===== config.mk =====
export PLATFORM = sky130hd
export DESIGN_NAME = irq_prio_ctrl
export DESIGN_NICKNAME = d
export VERILOG_FILES = /design/src/rtl/irqc_pkg.sv /design/src/rtl/irqc_ctrl.sv /design/src/rtl/irqc_datapath.sv /design/src/rtl/irqc_prio.sv /design/src/rtl/irq_prio_ctrl.sv
export SDC_FILE = /design/constraint.sdc
export NUM_CORES = 1
export LEC_CHECK = 0
export CAP_MARGIN = 40
export CORE_ASPECT_RATIO = 1.5
export CORE_MARGIN = 4
export CORE_UTILIZATION = 49
export DETAILED_ROUTE_END_ITERATION = 7
export DONT_BUFFER_PORTS = 1
export PLACE_DENSITY = 0.66
export RECOVER_POWER = 50
export SLEW_MARGIN = 40
export SYNTH_ARGS = -nofsm -noshare
export SYNTH_HDL_FRONTEND = slang
export SYNTH_SLANG_ARGS = --single-unit

===== constraint.sdc =====
create_clock -name clk -period 2.09 [get_ports clk]
set_input_delay 0.5225 -clock clk [delete_from_list [all_inputs] [get_ports clk]]
set_output_delay 0.5225 -clock clk [all_outputs]
set_load 0.05 [all_outputs]

===== src/rtl/irqc_pkg.sv =====
package irqc_pkg;
  localparam int unsigned LINE_W = 16;
  localparam int unsigned ID_W = 4;
  localparam logic [LINE_W-1:0] LIVE_LINES = 16'hFFFE;

  typedef enum logic [1:0] {
    SEL_LEVEL = 2'd0,
    SEL_MASK  = 2'd1,
    SEL_FORCE = 2'd2,
    SEL_PCLR  = 2'd3
  } regSel_e;

  typedef struct packed {
    logic              levelWe;
    logic [LINE_W-1:0] wrData;
    logic [LINE_W-1:0] pendClr;
  } strobe_t;

  function automatic logic [ID_W-1:0] topBit(input logic [LINE_W-1:0] v);
    logic [ID_W-1:0] r;
    r = '0;
    for (int i = 1; i < LINE_W; i++) begin
      if (v[i]) r = ID_W'(i);
    end
    return r;
  endfunction
endpackage


===== src/rtl/irqc_ctrl.sv =====
module irqc_ctrl
  import irqc_pkg::*;
#(
  parameter int unsigned NCPU = 2,
  parameter int unsigned CPU_W = 1
) (
  input  logic                         regWe,
  input  logic [1:0]                   regSel,
  input  logic [CPU_W-1:0]             regCpu,
  input  logic [LINE_W-1:0]            regData,
  input  logic [NCPU-1:0]              ackValid,
  input  logic [NCPU*ID_W-1:0]         ackNum,
  input  logic [NCPU-1:0][LINE_W-1:0]  forceQ,
  output strobe_t                      strb,
  output logic [NCPU-1:0]              maskWe,
  output logic [NCPU-1:0]              forceWe,
  output logic [NCPU-1:0][LINE_W-1:0]  forceClr
);
  logic [LINE_W-1:0] ackPendClr;

  always_comb begin
    ackPendClr = '0;
    maskWe = '0;
    forceWe = '0;
    forceClr = '0;
    for (int c = 0; c < NCPU; c++) begin
      logic [ID_W-1:0] id;
      logic [LINE_W-1:0] hit;
      id = ackNum[c*ID_W +: ID_W];
      hit = LINE_W'(1) << id;
      hit = hit & LIVE_LINES;
      if (ackValid[c]) begin
        if (|(forceQ[c] & hit)) forceClr[c] = hit;
        else ackPendClr = ackPendClr | hit;
      end
      if (regWe && regCpu == CPU_W'(c)) begin
        maskWe[c]  = (regSel == SEL_MASK);
        forceWe[c] = (regSel == SEL_FORCE);
      end
    end
    strb.levelWe = regWe && (regSel == SEL_LEVEL);
    strb.wrData  = regData & LIVE_LINES;
    strb.pendClr = ackPendClr | ((regWe && regSel == SEL_PCLR) ? regData : '0);
  end
endmodule


===== src/rtl/irqc_datapath.sv =====
module irqc_datapath
  import irqc_pkg::*;
#(
  parameter int unsigned NCPU = 2
) (
  input  logic                         clk,
  input  logic                         rstN,
  input  logic [LINE_W-1:0]            irqIn,
  input  strobe_t                      strb,
  input  logic [NCPU-1:0]              maskWe,
  input  logic [NCPU-1:0]              forceWe,
  input  logic [NCPU-1:0][LINE_W-1:0]  forceClr,
  output logic [LINE_W-1:0]            pendQ,
  output logic [LINE_W-1:0]            levelQ,
  output logic [NCPU-1:0][LINE_W-1:0]  maskQ,
  output logic [NCPU-1:0][LINE_W-1:0]  forceQ
);
  logic [LINE_W-1:0] liveIrq;
  assign liveIrq = irqIn & LIVE_LINES;

  always_ff @(posedge clk) begin
    if (!rstN) begin
      pendQ  <= '0;
      levelQ <= '0;
    end else begin
      pendQ <= (pendQ & ~strb.pendClr) | liveIrq;
      if (strb.levelWe) levelQ <= strb.wrData;
    end
  end

  for (genvar c = 0; c < NCPU; c++) begin : g_cpu
    always_ff @(posedge clk) begin
      if (!rstN) begin
        maskQ[c]  <= '0;
        forceQ[c] <= '0;
      end else begin
        if (maskWe[c]) maskQ[c] <= strb.wrData;
        if (forceWe[c]) forceQ[c] <= strb.wrData;
        else forceQ[c] <= forceQ[c] & ~forceClr[c];
      end
    end
  end

  // every live request is pending one clock later
  p_capture_r2: assert property (@(posedge clk) disable iff (!rstN)
    (|liveIrq) |=> ((pendQ & $past(liveIrq)) == $past(liveIrq)));

  // bits not being cleared stay set
  p_sticky_r2: assert property (@(posedge clk) disable iff (!rstN)
    (|(pendQ & ~strb.pendClr)) |=>
      ((pendQ & $past(pendQ & ~strb.pendClr)) == $past(pendQ & ~strb.pendClr)));
endmodule


===== src/rtl/irqc_prio.sv =====
module irqc_prio
  import irqc_pkg::*;
(
  input  logic              clk,
  input  logic              rstN,
  input  logic [LINE_W-1:0] pendQ,
  input  logic [LINE_W-1:0] levelQ,
  input  logic [LINE_W-1:0] maskQ,
  input  logic [LINE_W-1:0] forceQ,
  output logic [ID_W-1:0]   outId
);
  logic [LINE_W-1:0] cand;
  logic [LINE_W-1:0] hiSet;
  logic [LINE_W-1:0] loSet;

  always_comb begin
    cand  = (pendQ | forceQ) & maskQ & LIVE_LINES;
    hiSet = cand & levelQ;
    loSet = cand & ~levelQ;
    outId = (|hiSet) ? topBit(hiSet) : topBit(loSet);
  end

  // a presented number is always a live candidate
  p_out_candidate_r6: assert property (@(posedge clk) disable iff (!rstN)
    (outId != '0) |-> (((pendQ | forceQ) & maskQ) >> outId) != '0);

  // nothing to offer gives number 0
  p_none_r10: assert property (@(posedge clk) disable iff (!rstN)
    (((pendQ | forceQ) & maskQ & LIVE_LINES) == '0) |-> (outId == '0));

  // a high-level candidate forces a high-level answer
  p_level_r5: assert property (@(posedge clk) disable iff (!rstN)
    (|((pendQ | forceQ) & maskQ & levelQ & LIVE_LINES)) |-> levelQ[outId]);
endmodule


===== src/rtl/irq_prio_ctrl.sv =====
module irq_prio_ctrl
  import irqc_pkg::*;
#(
  parameter int unsigned NCPU = 2,
  localparam int unsigned CPU_W = (NCPU > 1) ? $clog2(NCPU) : 1
) (
  input  logic                 clk,
  input  logic                 rstN,
  input  logic [15:0]          irqIn,
  input  logic                 regWe,
  input  logic [1:0]           regSel,
  input  logic [CPU_W-1:0]     regCpu,
  input  logic [15:0]          regData,
  input  logic [NCPU-1:0]      ackValid,
  input  logic [NCPU*4-1:0]    ackNum,
  output logic [NCPU*4-1:0]    irqNum
);
  strobe_t                     strb;
  logic [NCPU-1:0]             maskWe;
  logic [NCPU-1:0]             forceWe;
  logic [NCPU-1:0][LINE_W-1:0] forceClr;
  logic [LINE_W-1:0]           pendQ;
  logic [LINE_W-1:0]           levelQ;
  logic [NCPU-1:0][LINE_W-1:0] maskQ;
  logic [NCPU-1:0][LINE_W-1:0] forceQ;

  irqc_ctrl #(.NCPU(NCPU), .CPU_W(CPU_W)) u_ctrl (
    .regWe(regWe), .regSel(regSel), .regCpu(regCpu), .regData(regData),
    .ackValid(ackValid), .ackNum(ackNum), .forceQ(forceQ),
    .strb(strb), .maskWe(maskWe), .forceWe(forceWe), .forceClr(forceClr)
  );

  irqc_datapath #(.NCPU(NCPU)) u_dp (
    .clk(clk), .rstN(rstN), .irqIn(irqIn), .strb(strb),
    .maskWe(maskWe), .forceWe(forceWe), .forceClr(forceClr),
    .pendQ(pendQ), .levelQ(levelQ), .maskQ(maskQ), .forceQ(forceQ)
  );

  for (genvar c = 0; c < NCPU; c++) begin : g_prio
    logic [ID_W-1:0] ackId;
    assign ackId = ackNum[c*ID_W +: ID_W];

    irqc_prio u_prio (
      .clk(clk), .rstN(rstN), .pendQ(pendQ), .levelQ(levelQ),
      .maskQ(maskQ[c]), .forceQ(forceQ[c]), .outId(irqNum[c*ID_W +: ID_W])
    );

    // acknowledge without own force bit and without a new request drops pending
    p_ack_clears_r7: assert property (@(posedge clk) disable iff (!rstN)
      (ackValid[c] && !forceQ[c][ackId] && !irqIn[ackId]) |=> !pendQ[$past(ackId)]);
  end
endmodule


# ---- Word level (Yosys, flattened, before mapping)
# Cells that the tools add are included.
dict set report op_classes {
  n_eq_ne 3
  mux 77
  bitwise_logic 22
  n_reduce_logical 11
  n_shift 2
}
# operator n
set op_table {}
lappend op_table {{two-way mux 4 bit} 46}
lappend op_table {{bitwise AND 16 bit} 11}
lappend op_table {{two-way mux 16 bit} 11}
lappend op_table {{OR 16 bit} 5}
lappend op_table {{NOT 16 bit} 4}
lappend op_table {{OR reduction 16 bit} 4}
lappend op_table {{left shift 1 x 4 -> 16 bit (first input constant)} 2}
lappend op_table {{two-way mux 3 bit} 8}
lappend op_table {{two-way mux 1 bit} 8}
lappend op_table {{two-way mux 2 bit} 4}
lappend op_table {{equality test 2 bit (second input constant)} 2}
lappend op_table {{logical AND 1 bit} 4}
lappend op_table {{OR reduction 2 bit} 2}
lappend op_table {{equality test 2 x 1 -> 1 bit (second input constant)} 1}
lappend op_table {{zero test 2 bit} 1}
lappend op_table {{NOT 1 bit} 2}
dict set report totals {
  inputBits 48
  output_inout_bits 8
  word_cells 123
  register_bits 93
}

# ---- Logic depth before layout (Yosys ltp)
# Gate-level depths: netlist of run 1.
dict set report depth {
  ltp_word 19
  mapped_depth 8
  depth_no_buf 6
}

# ---- Cells and area by module
# Synthesis of run 1 repeated with hierarchy kept, for this count alone.
dict set report hier_totals {
  hier_cells 697
  hier_area_um2 6243.5
}
# mod n_inst cells_each seq_area_each_um2 area_per_inst_um2
set modules_own_cells {}
lappend modules_own_cells {irqc_datapath 1 313 1921.8 3794.9}
lappend modules_own_cells {irqc_prio 2 94 0.0 620.6}
lappend modules_own_cells {irqc_ctrl 1 196 0.0 1207.4}

# ---- Least setup slack after synthesis of run 1
# OpenSTA, ideal clock, no wires.
dict set report synth_path {
  path_kind {register to output}
  start {reg u_dp.pendQ[13]}
  end {out irqNum[4]}
  setup_slack_ns -0.919
  required_time_ns 1.567
  arrival_time_ns 2.486
  n_path_buf 0
  path_stages_with_launch 6
  path_cell_list {dfxtp_1 o211ai_1 nand4_1 nor4_2 nor3_1 a311oi_1}
}
dict set report synth_between {
  elab_chain_cells 7
  word_cells_on_any_way 12
  cone_classes {mux (7); bitwise (4); reduce/logical (1)}
}
# item line
set synth_rtl {}
lappend synth_rtl {{from (decl)} irqc_datapath.sv:13} ;# output logic [LINE_W-1:0] pendQ,
lappend synth_rtl {{from (signal assigned)} irqc_datapath.sv:26} ;# pendQ <= (pendQ & ~strb.pendClr) | liveIrq;
lappend synth_rtl {{OR 16 bit *} irqc_prio.sv:17} ;# cand = (pendQ | forceQ) & maskQ & LIVE_LINES;
lappend synth_rtl {{bitwise AND 16 bit *} irqc_prio.sv:17}
lappend synth_rtl {{bitwise AND 16 bit, on equally long branches} {irqc_prio.sv:19, irqc_prio.sv:18}}
lappend synth_rtl {{two-way mux 4 bit (3 in a row)} irqc_pkg.sv:23} ;# if (v[i]) r = ID_W'(i);
lappend synth_rtl {{two-way mux 4 bit *} irqc_prio.sv:20} ;# outId = (|hiSet) ? topBit(hiSet) : topBit(loSet);
lappend synth_rtl {{to (decl)} irq_prio_ctrl.sv:16} ;# output logic [NCPU*4-1:0] irqNum
# Every way passes the cells marked *; elsewhere a longest branch is shown, timed or not.

# ---- Worst setup path in the final report of run 1
dict set report layout_path {
  start {reg u_dp.forceQ[28] in the netlist's numbering}
  end {out irqNum[4]}
}
dict set report layout_between {
  elab_chain_cells 8
  word_cells_on_any_way 14
  cone_classes {mux (9); bitwise (4); reduce/logical (1)}
}
# item line
set layout_rtl {}
lappend layout_rtl {{from (decl)} irqc_datapath.sv:16} ;# output logic [NCPU-1:0][LINE_W-1:0] forceQ
lappend layout_rtl {{from (signal, indexed assignment)} irqc_datapath.sv:38} ;# if (forceWe[c]) forceQ[c] <= strb.wrData;
lappend layout_rtl {{from (signal, indexed assignment)} irqc_datapath.sv:39} ;# else forceQ[c] <= forceQ[c] & ~forceClr[c];
lappend layout_rtl {{OR 16 bit *} irqc_prio.sv:17}
lappend layout_rtl {{bitwise AND 16 bit *} irqc_prio.sv:17}
lappend layout_rtl {{bitwise AND 16 bit, on equally long branches} {irqc_prio.sv:19, irqc_prio.sv:18}}
lappend layout_rtl {{two-way mux 4 bit (4 in a row)} irqc_pkg.sv:23}
lappend layout_rtl {{two-way mux 4 bit *} irqc_prio.sv:20}
# Marks and branches as above.

==> impl_metrics.json, run 1 <==
{
  "status": "finished, violations left",
  "violations": "negative setup slack",
  "final_nets": 887,
  "avgSynthCellArea_um2": 7.73,
  "syn_area_mm2": 0.00548,
  "path_class": "flop to primary output",
  "overflow": 0,
  "path_cells": "o211ai_1 -> nand4_1 -> nor4_4 -> buf_4 -> nor3_2 -> a311oi_4 -> buf_12",
  "first_iter_violations": 631,
  "drc": 0,
  "finish.utilization_pct": 67.6,
  "hold_path_end": "u_dp.pendQ[1]",
  "rrSetupSlack_ps": 30,
  "clock_power_share_pct": 43.4,
  "cp.depth": 7,
  "fmax_mhz": 359,
  "multi_input_area_mm2": 0.00370,
  "rsz0062_at_grt": "yes",
  "antenna_found_initial": 0,
  "io_pins": 56,
  "endpoint_kind": "primary output",
  "p_int_mw": 3.24,
  "path_delay_family": "simple AND/OR/NAND/NOR gates",
  "fin_crit_sh_pct": 133,
  "core_area_mm2": 0.0110,
  "r2r_end": "u_dp.pendQ[7]",
  "hp-class": "primary input to flop",
  "diodes": 0,
  "r2r_cells": 10,
  "drv_cap": 0,
  "hold_buffers": 0,
  "async_flop_share_pct": 0,
  "worstHoldStart": "irqIn[1]",
  "p_seq_share_pct": 42.9,
  "dieArea_mm2": 0.0130,
  "critical_path_buf_inv_count": 2,
  "leakagePower_nw": 2.98,
  "syn_nets": 756,
  "antenna_left": 0,
  "p_sw_mw": 1.11,
  "avgRoutedWirePerCell_um": 21.7,
  "peakVddDrop_mv": 0.451,
  "yosys_warnings": 0,
  "stdcell_count": 991,
  "place_congestion": 0.956,
  "timing.rr.start": "u_dp.forceQ[27]",
  "hold_depth": 1,
  "synthToLayoutAreaGrowth_pct": 35.7,
  "crit_path_max_incr_delay_ps": 410,
  "vias": 6336,
  "p_sw_share_pct": 25.4,
  "routed_wl_mm": 21.5,
  "maxSlewHeadroom_pct": 29.7,
  "clock-sinks": 90,
  "report.final.slew_viol_count": 0,
  "drive_gt1_share_pct": 32.0,
  "cts_buffers": 9,
  "skew_ps": 4.34,
  "setup_viol": 8,
  "pwr-share-comb_pct": 13.7,
  "grt_pass1_wl_mm": 32.9,
  "ys_types": 68,
  "cts-htree-levels": 3,
  "syn_inst": 708,
  "crit_path_start_kind": "flop",
  "dr.pass1.iters": 6,
  "cp_max_fo": 3,
  "dp_cells": 952,
  "critPathSlowestCell": "nor4_4",
  "ys_seq_elements": 90,
  "worst_pin_slew_ps": 1050,
  "power_density_mw_per_mm2": 585,
  "grtUsageTotal_pct": 33.2,
  "period_minus_slack_ps": 2790,
  "worst_ep_required_time_ps": 1570,
  "grt_pass1_vias": 6173,
  "viasPerCell": 6.39,
  "grt_max_degree": 89,
  "hpwl_mm": 15.7,
  "rows": 47,
  "finalHoldViolCount": 0,
  "synth_edf_count": 0,
  "cts_tree": "built",
  "initial_core_util_pct": 49.8,
  "arrival_ps": 2270,
  "die_h_um": 137,
  "regArea_mm2": 0.00186,
  "setup_ws_ps": -699,
  "io_buffers": 0,
  "cts_buffer_depth": 2,
  "insertion_delay_ps": 350,
  "cts_root_buf": "clkbuf_16",
  "clk_pin_slew_ps": 70,
  "dieWidth_um": 94.3,
  "ys_seq_area_share_pct": 32.9,
  "fillers": 927,
  "synth_flop_cell": "dfxtp_1"
}
## worst register-to-register path, stage by stage (launching register included)
cell      delay, ps
dfxtp_2         320
buf_4           140
buf_6           120
and3_1          170
o21ai_1         130
o221ai_2        130
buf_4           160
nor3b_4         250
buf_6           190
a41oi_1         130
o21a_1          200
## layer usage
metal	vias to the layer above	share of wire [%]	routed length, um	GRT usage [%]
met5	-	0	0	0
met4	0	7.0	1510	21.8
met3	102	8.1	1740	6.83
met2	347	48	10300	55.2
met1	2994	37	7900	38.3
li1	2893	-	-	-
## final cells by class
type	instances	area share, %
Sequential cell	90	25.0
Tap cell	147	2.47
Clock buffer	9	3.03
Multi-Input combinational cell	565	49.8
Inverter	13	0.657
Timing Repair Buffer	160	17.5
Clock inverter	7	1.57
## registers in the layout, summed over array words and instances (netlist names)
signal,count
u_dp.forceQ,30
u_dp.levelQ,15
u_dp.maskQ,30
u_dp.pendQ,15
## repair_timing
item	CTS	global route
buffers inserted	13	10
cloned	0	1
endpoints found under the setup margin	8	32
resized for setup	33	52
pin swaps	29	44
## synth_stat cells (all sizes together), types with 5 or more instances
cell type | number | area [um2]
mux2 | 10 | 113
and2 | 6 | 37.5
o21a | 8 | 60.1
nand2 | 146 | 548
inv | 13 | 48.8
a21oi | 35 | 179
clkbuf | 28 | 105
nor3 | 15 | 75.1
or2 | 6 | 37.5
nor2b | 10 | 62.6
a32o | 7 | 70.1
a22o | 8 | 70.1
a31oi | 14 | 93.8
dfxtp | 90 | 1800
a221o | 9 | 90.1
o22ai | 10 | 62.6
o211ai | 41 | 308
nor2 | 35 | 131
a21boi | 48 | 364
nand2b | 14 | 87.6
nand4 | 6 | 37.5
a41oi | 5 | 43.8
nand3 | 12 | 60.1
o21ai | 43 | 215
and3 | 11 | 68.8
buf | 12 | 92.6
## placed cells by master, fill, tap and decap left out, types with 4 or more instances in the layout
cell	n
a21boi_0	45
a21oi_1	29
a21oi_4	4
a221o_1	9
a22o_1	8
a31oi_1	10
a32o_1	7
a41oi_2	4
and2_1	4
and3_1	11
buf_12	5
buf_4	146
buf_6	9
clkbuf_16	9
dfxtp_1	61
dfxtp_2	21
dfxtp_4	8
inv_1	12
mux2_2	8
mux2i_1	4
nand2_1	146
nand2b_1	14
nand3_1	10
nand4_1	6
nor2_1	33
nor2b_1	9
nor3_1	11
nor3_2	4
o2111ai_1	4
o211ai_1	41
o21a_1	7
o21ai_0	24
o21ai_1	16
o22ai_1	10
o31ai_1	4
or2_2	6
## power groups by stage
stage | clock network [mW] | registers, mW | logic [mW]
after global placement | 0 | 1.90 | 0.536
after CTS | 1.89 | 1.86 | 0.559
after detailed placement | 0 | 1.90 | 0.548
after global routing | 1.97 | 1.87 | 0.635
after floorplan | 0 | 1.87 | 0.369
final | 1.89 | 1.87 | 0.598
## how the worst max path moves through the flow
stage | from | end | slack, ps
CTS | u_dp.pendQ[9] | irqNum[7] | -640
floorplan | u_dp.forceQ[25] | irqNum[4] | -310
global route | u_dp.forceQ[27] | irqNum[4] | -750
finish | u_dp.forceQ[28] | irqNum[4] | -700
global placement | u_dp.pendQ[2] | irqNum[4] | -380
detailed placement | u_dp.pendQ[3] | irqNum[7] | -370
## per-stage QoR
stage / cell area [um2] / worst slack (ps) / hold slack, ps / setup TNS, ps / total power [mW]
after detailed placement: 6680 / -371 / 467 / -2900 / 2.45
after floorplan: 5610 / -311 / 445 / -996 / 2.24
final: 7430 / -699 / 279 / -5040 / 4.35
after global placement: 6680 / -381 / 452 / -2300 / 2.43
after global routing: 7430 / -751 / 284 / -5630 / 4.48
after CTS: 7180 / -636 / 290 / -4710 / 4.32
## kinds of logic after synthesis
family          after synthesis  share of synthesized area [%]
simple gates                294                           26.6
compound gates              257                           33.2
flops                        90                           32.9
buf+inv                      53                           4.50
mux                          14                           2.79
Note: power is estimated with default switching activity, not from simulation.
==> inputs of run 2 (changes only) <==
Settings changed: PLACE_DENSITY 0.66 to 0.63.
==> run 2 against run 1 <==
The run still ends with negative setup slack left. Via count decreased by 2.2%. Setup slack improved by 47 ps. Utilization decreased by 0.93 points. Clock power decreased by 13%. Power decreased by 5.9%. Sequential share of layout area about the same. Routed wire length decreased by 1.4%. Count of clock-buffer cells in the layout unchanged. Critical path type unchanged. Largest cell class unchanged. Highest routed layer unchanged.
==> impl_metrics.json, run 2 (synthesized netlist as in run 1, its figures left out) <==
{
  "crit_path_start_kind": "flop",
  "worst_ep_required_time_ps": 1570,
  "drc": 0,
  "critPathSlowestCell": "dfxtp_1",
  "setup_viol": 8,
  "skew_ps": 8.40,
  "fin_crit_sh_pct": 131,
  "crit_path_max_incr_delay_ps": 330,
  "cts_tree": "built",
  "stdcell_count": 996,
  "holdWs_ps": 288,
  "diodes": 0,
  "initial_core_util_pct": 49.8,
  "drive_gt1_share_pct": 30.3,
  "grtUsageTotal_pct": 32.7,
  "clk_pin_slew_ps": 80,
  "grt_pass1_wl_mm": 31.5,
  "rows": 47,
  "mostFrequentLayoutCells": "buf_4 (153), nand2_1 (146), dfxtp_1 (69)",
  "period_minus_slack_ps": 2740,
  "dp_cells": 957,
  "placed_cell_area_mm2": 0.00671,
  "core_area_mm2": 0.0110,
  "critical_path_buf_inv_count": 2,
  "report.final.slew_viol_count": 0,
  "avgRoutedWirePerCell_um": 21.3,
  "cp_max_fo": 3,
  "path_cells": "buf_4 -> o211ai_1 -> and4_1 -> and4bb_2 -> nor3b_4 -> and2_4 -> a21oi_4 -> buf_12",
  "antenna_found_initial": 0,
  "synthToLayoutAreaGrowth_pct": 33.9,
  "hpwl_mm": 15.8,
  "finalHoldViolCount": 0,
  "arrival_ps": 2220,
  "routed_wl_mm": 21.2,
  "status": "finished, violations left",
  "final_common_cell": "buf_4",
  "peakVddDrop_mv": 0.447,
  "endpoint_kind": "primary output",
  "first_iter_violations": 558,
  "viasPerCell": 6.22,
  "power.total_mw": 4.09,
  "worst_pin_slew_ps": 908,
  "overflow": 0,
  "antenna_left": 0,
  "cts_buffer_depth": 2,
  "cts_root_buf": "clkbuf_16",
  "power_density_mw_per_mm2": 559,
  "die_h_um": 137,
  "insertion_delay_ps": 360,
  "cts_buffers": 9,
  "finish.utilization_pct": 66.7,
  "cts-htree-levels": 3,
  "clock-sinks": 90,
  "place_congestion": 0.984,
  "final_nets": 892,
  "rsz0062_at_grt": "yes",
  "grt_max_degree": 89,
  "grt_pass1_vias": 5800,
  "fmax_mhz": 365,
  "vias": 6195,
  "maxSlewHeadroom_pct": 39.4,
  "leakagePower_nw": 2.95,
  "path_delay_family": "simple AND/OR/NAND/NOR gates",
  "setup_ws_ps": -652,
  "path_class": "flop to primary output",
  "dr.pass1.iters": 5,
  "violations": "negative setup slack",
  "io_buffers": 0,
  "dieArea_mm2": 0.0130,
  "hp-class": "primary input to flop",
  "io_pins": 56,
  "stdcell_area_mm2": 0.00733,
  "reg_top3": "u_dp.forceQ: 30 flops, u_dp.maskQ: 30 flops",
  "drv_cap": 0,
  "dieWidth_um": 94.3
}
-- run 2: layout make-up --
| class | count | area (um2) |
|---|---|---|
| fillers | 963 | 3670 |
| multi-input cells | 565 | 3650 |
| flip-flops and latches | 90 | 1830 |
| repair buffers | 165 | 1320 |
| clock buffers | 9 | 225 |
| well taps | 147 | 184 |
| clock inverters | 7 | 71.3 |
| inverters | 13 | 48.8 |
-- run 2: layer usage --
metal / GRT usage (%) / wire length, um / vias to the layer above
met3: 6.23 / 1500 / 88
met5: 0 / 0 / -
met4: 21.8 / 1430 / 0
met2: 55.0 / 10300 / 270
li1: - / - / 2902
met1: 37.2 / 7920 / 2935
-- run 2: power breakdown --
| group | internal (mW) | switching [mW] |
|---|---|---|
| Combinational | 0.294 | 0.302 |
| Sequential | 1.79 | 0.0775 |
| Clock | 0.842 | 0.793 |
-- run 2: through the flow --
step | worst slack [ps] | TNS (ps)
final | -652 | -4840
after global routing | -710 | -5390
after CTS | -600 | -4560
after detailed placement | -417 | -3000
after global placement | -380 | -2330
after floorplan | -311 | -996
-- run 2: timing repair --
item	in CTS	in global routing
setup buffers	12	11
hold buffers	0	0
endpoints found under the setup margin	8	22
pin swaps	28	23
gates resized for setup	34	23
-- run 2: path summary, 6_finish.rpt --
path,to,from,depth (start not counted),slack [ps]
max,irqNum[2],u_dp.pendQ[7],8,-650
min,u_dp.forceQ[18],regData[2],1,290
max reg2reg,u_dp.pendQ[10],u_dp.forceQ[25],9,90
min reg2reg,u_dp.maskQ[31],u_dp.maskQ[31],2,480
==> inputs of run 3 (changes only) <==
Settings changed: SETUP_SLACK_MARGIN set to 0.05.
==> run 3 against run 2 <==
Global-route usage is 0.23 points higher. Critical path depth decreased by 1. Sequential power about the same. The flow still finishes with violations (negative setup slack). Register-to-register slack got worse by 60 ps. First-iteration DRC count down 13%. Sequential cell count did not move. Clock skew is essentially flat. Count of clock-buffer cells in the layout is 1 higher. Final cell count is 2.7% lower. Critical endpoint unchanged. Die area stayed put. Setup slack lost 27 ps.
==> impl_metrics.json, run 3 (synthesized netlist as in run 1, its figures left out) <==
{
  "status": "finished, violations left",
  "violations": "negative setup slack",
  "place_congestion": 0.970,
  "drc": 0,
  "antenna_left": 0,
  "holdWs_ps": 285,
  "rows": 47,
  "overflow": 0,
  "period_minus_slack_ps": 2770,
  "rsz0062_at_grt": "yes",
  "final_nets": 865,
  "vias": 6052,
  "first_iter_violations": 488,
  "drv_cap": 0,
  "worst_pin_slew_ps": 829,
  "endpoint_kind": "primary output",
  "reg_top3": "u_dp.forceQ: 30 flops, u_dp.maskQ: 30 flops",
  "fillers": 989,
  "finalHoldViolCount": 0,
  "arrival_ps": 2250,
  "mostFrequentLayoutCells": "nand2_1 (146), buf_4 (129), dfxtp_1 (71)",
  "dieWidth_um": 94.3,
  "antenna_found_initial": 0,
  "cts_buffer_depth": 2,
  "power_density_mw_per_mm2": 582,
  "clock-sinks": 90,
  "cts_buffers": 9,
  "path_cells": "o211ai_1 -> and4_1 -> and4bb_2 -> nor3b_4 -> and2_4 -> a21oi_4 -> buf_12",
  "report.final.slew_viol_count": 0,
  "dieArea_mm2": 0.0130,
  "clk_pin_slew_ps": 70,
  "drive_gt1_share_pct": 28.2,
  "critPathSlowestCell": "o211ai_1",
  "placed_cell_area_mm2": 0.00665,
  "skew_ps": 8.11,
  "grt_max_degree": 89,
  "maxSlewHeadroom_pct": 44.8,
  "grt_pass1_wl_mm": 32.1,
  "leakagePower_nw": 2.83,
  "routed_wl_mm": 20.9,
  "hpwl_mm": 15.7,
  "insertion_delay_ps": 350,
  "timing.rr.start": "u_dp.forceQ[17]",
  "hold_buffers": 0,
  "hp-class": "primary input to flop",
  "stdcell_area_mm2": 0.00715,
  "die_h_um": 137,
  "fmax_mhz": 361,
  "power.total_mw": 4.16,
  "cts_root_buf": "clkbuf_16",
  "crit_path_max_incr_delay_ps": 370,
  "viasPerCell": 6.25,
  "avgRoutedWirePerCell_um": 21.6,
  "setup_ws_ps": -680,
  "fin_crit_sh_pct": 133,
  "cts_tree": "built",
  "crit_path_start_kind": "flop",
  "grt_pass1_vias": 5932,
  "peakVddDrop_mv": 0.463,
  "path_class": "flop to primary output",
  "critPathLaunch": "u_dp.pendQ[5]",
  "setup_viol": 8,
  "io_buffers": 0,
  "worst_ep_required_time_ps": 1570,
  "initial_core_util_pct": 49.8,
  "io_pins": 56,
  "core_area_mm2": 0.0110,
  "grtUsageTotal_pct": 32.9,
  "tns_ps": -5000,
  "cp_max_fo": 4,
  "cts-htree-levels": 3,
  "worstHoldStart": "irqIn[1]",
  "dr.pass1.iters": 5,
  "synthToLayoutAreaGrowth_pct": 30.6,
  "diodes": 0,
  "final_common_cell": "nand2_1"
}
-- run 3: stage by stage --
step                worst slack, ps  instances  util [%]
detailed placement             -494        947      60.5
floorplan                      -311        708         -
finish                         -680        969      65.0
global route                   -746        969      65.0
CTS                            -659        966      63.9
global placement               -462        947      60.5
-- run 3: worst paths after layout --
| path | endpoint | slack (ps) | depth (start not counted) |
|---|---|---|---|
| max | irqNum[2] | -680 | 7 |
| min | u_dp.pendQ[1] | 280 | 1 |
| max reg2reg | u_dp.forceQ[23] | 30 | 8 |
| min reg2reg | u_dp.maskQ[17] | 480 | 2 |
-- run 3: routing by layer --
layer | up-vias | wire length [um] | global-route usage, %
li1 | 2855 | - | -
met1 | 2858 | 8090 | 38.9
met2 | 258 | 10300 | 56.7
met3 | 81 | 1290 | 4.86
met4 | 0 | 1170 | 18.0
met5 | - | 0 | 0
-- run 3: cell type report --
type | count | area (um2) | area share [%]
flip-flops and latches | 90 | 1830 | 25.6
multi-input cells | 565 | 3670 | 51.3
clock buffers | 10 | 239 | 3.34
repair buffers | 138 | 1110 | 15.5
well taps | 147 | 184 | 2.57
clock inverters | 6 | 72.6 | 1.01
inverters | 13 | 48.8 | 0.682
-- run 3: power breakdown --
part	switching [mW]	leakage, nW	internal [mW]	total, mW
Clock	0.745	0.150	0.975	1.72
Combinational	0.295	1.94	0.278	0.572
Sequential	0.0836	0.741	1.79	1.87
-- run 3: worst max-delay path, delay by kind of cell (launching register included) --
kind / cells / cell delay, ps
compound gates: 2 / 430
simple gates: 4 / 970
buf+inv: 1 / 160
flops: 1 / 340
-- run 3: timing repair --
item	in CTS	in global routing
endpoints found under the setup margin	8	22
buffers inserted	3	2
gates cloned	0	1
resized for setup	20	27
pin swaps	18	20
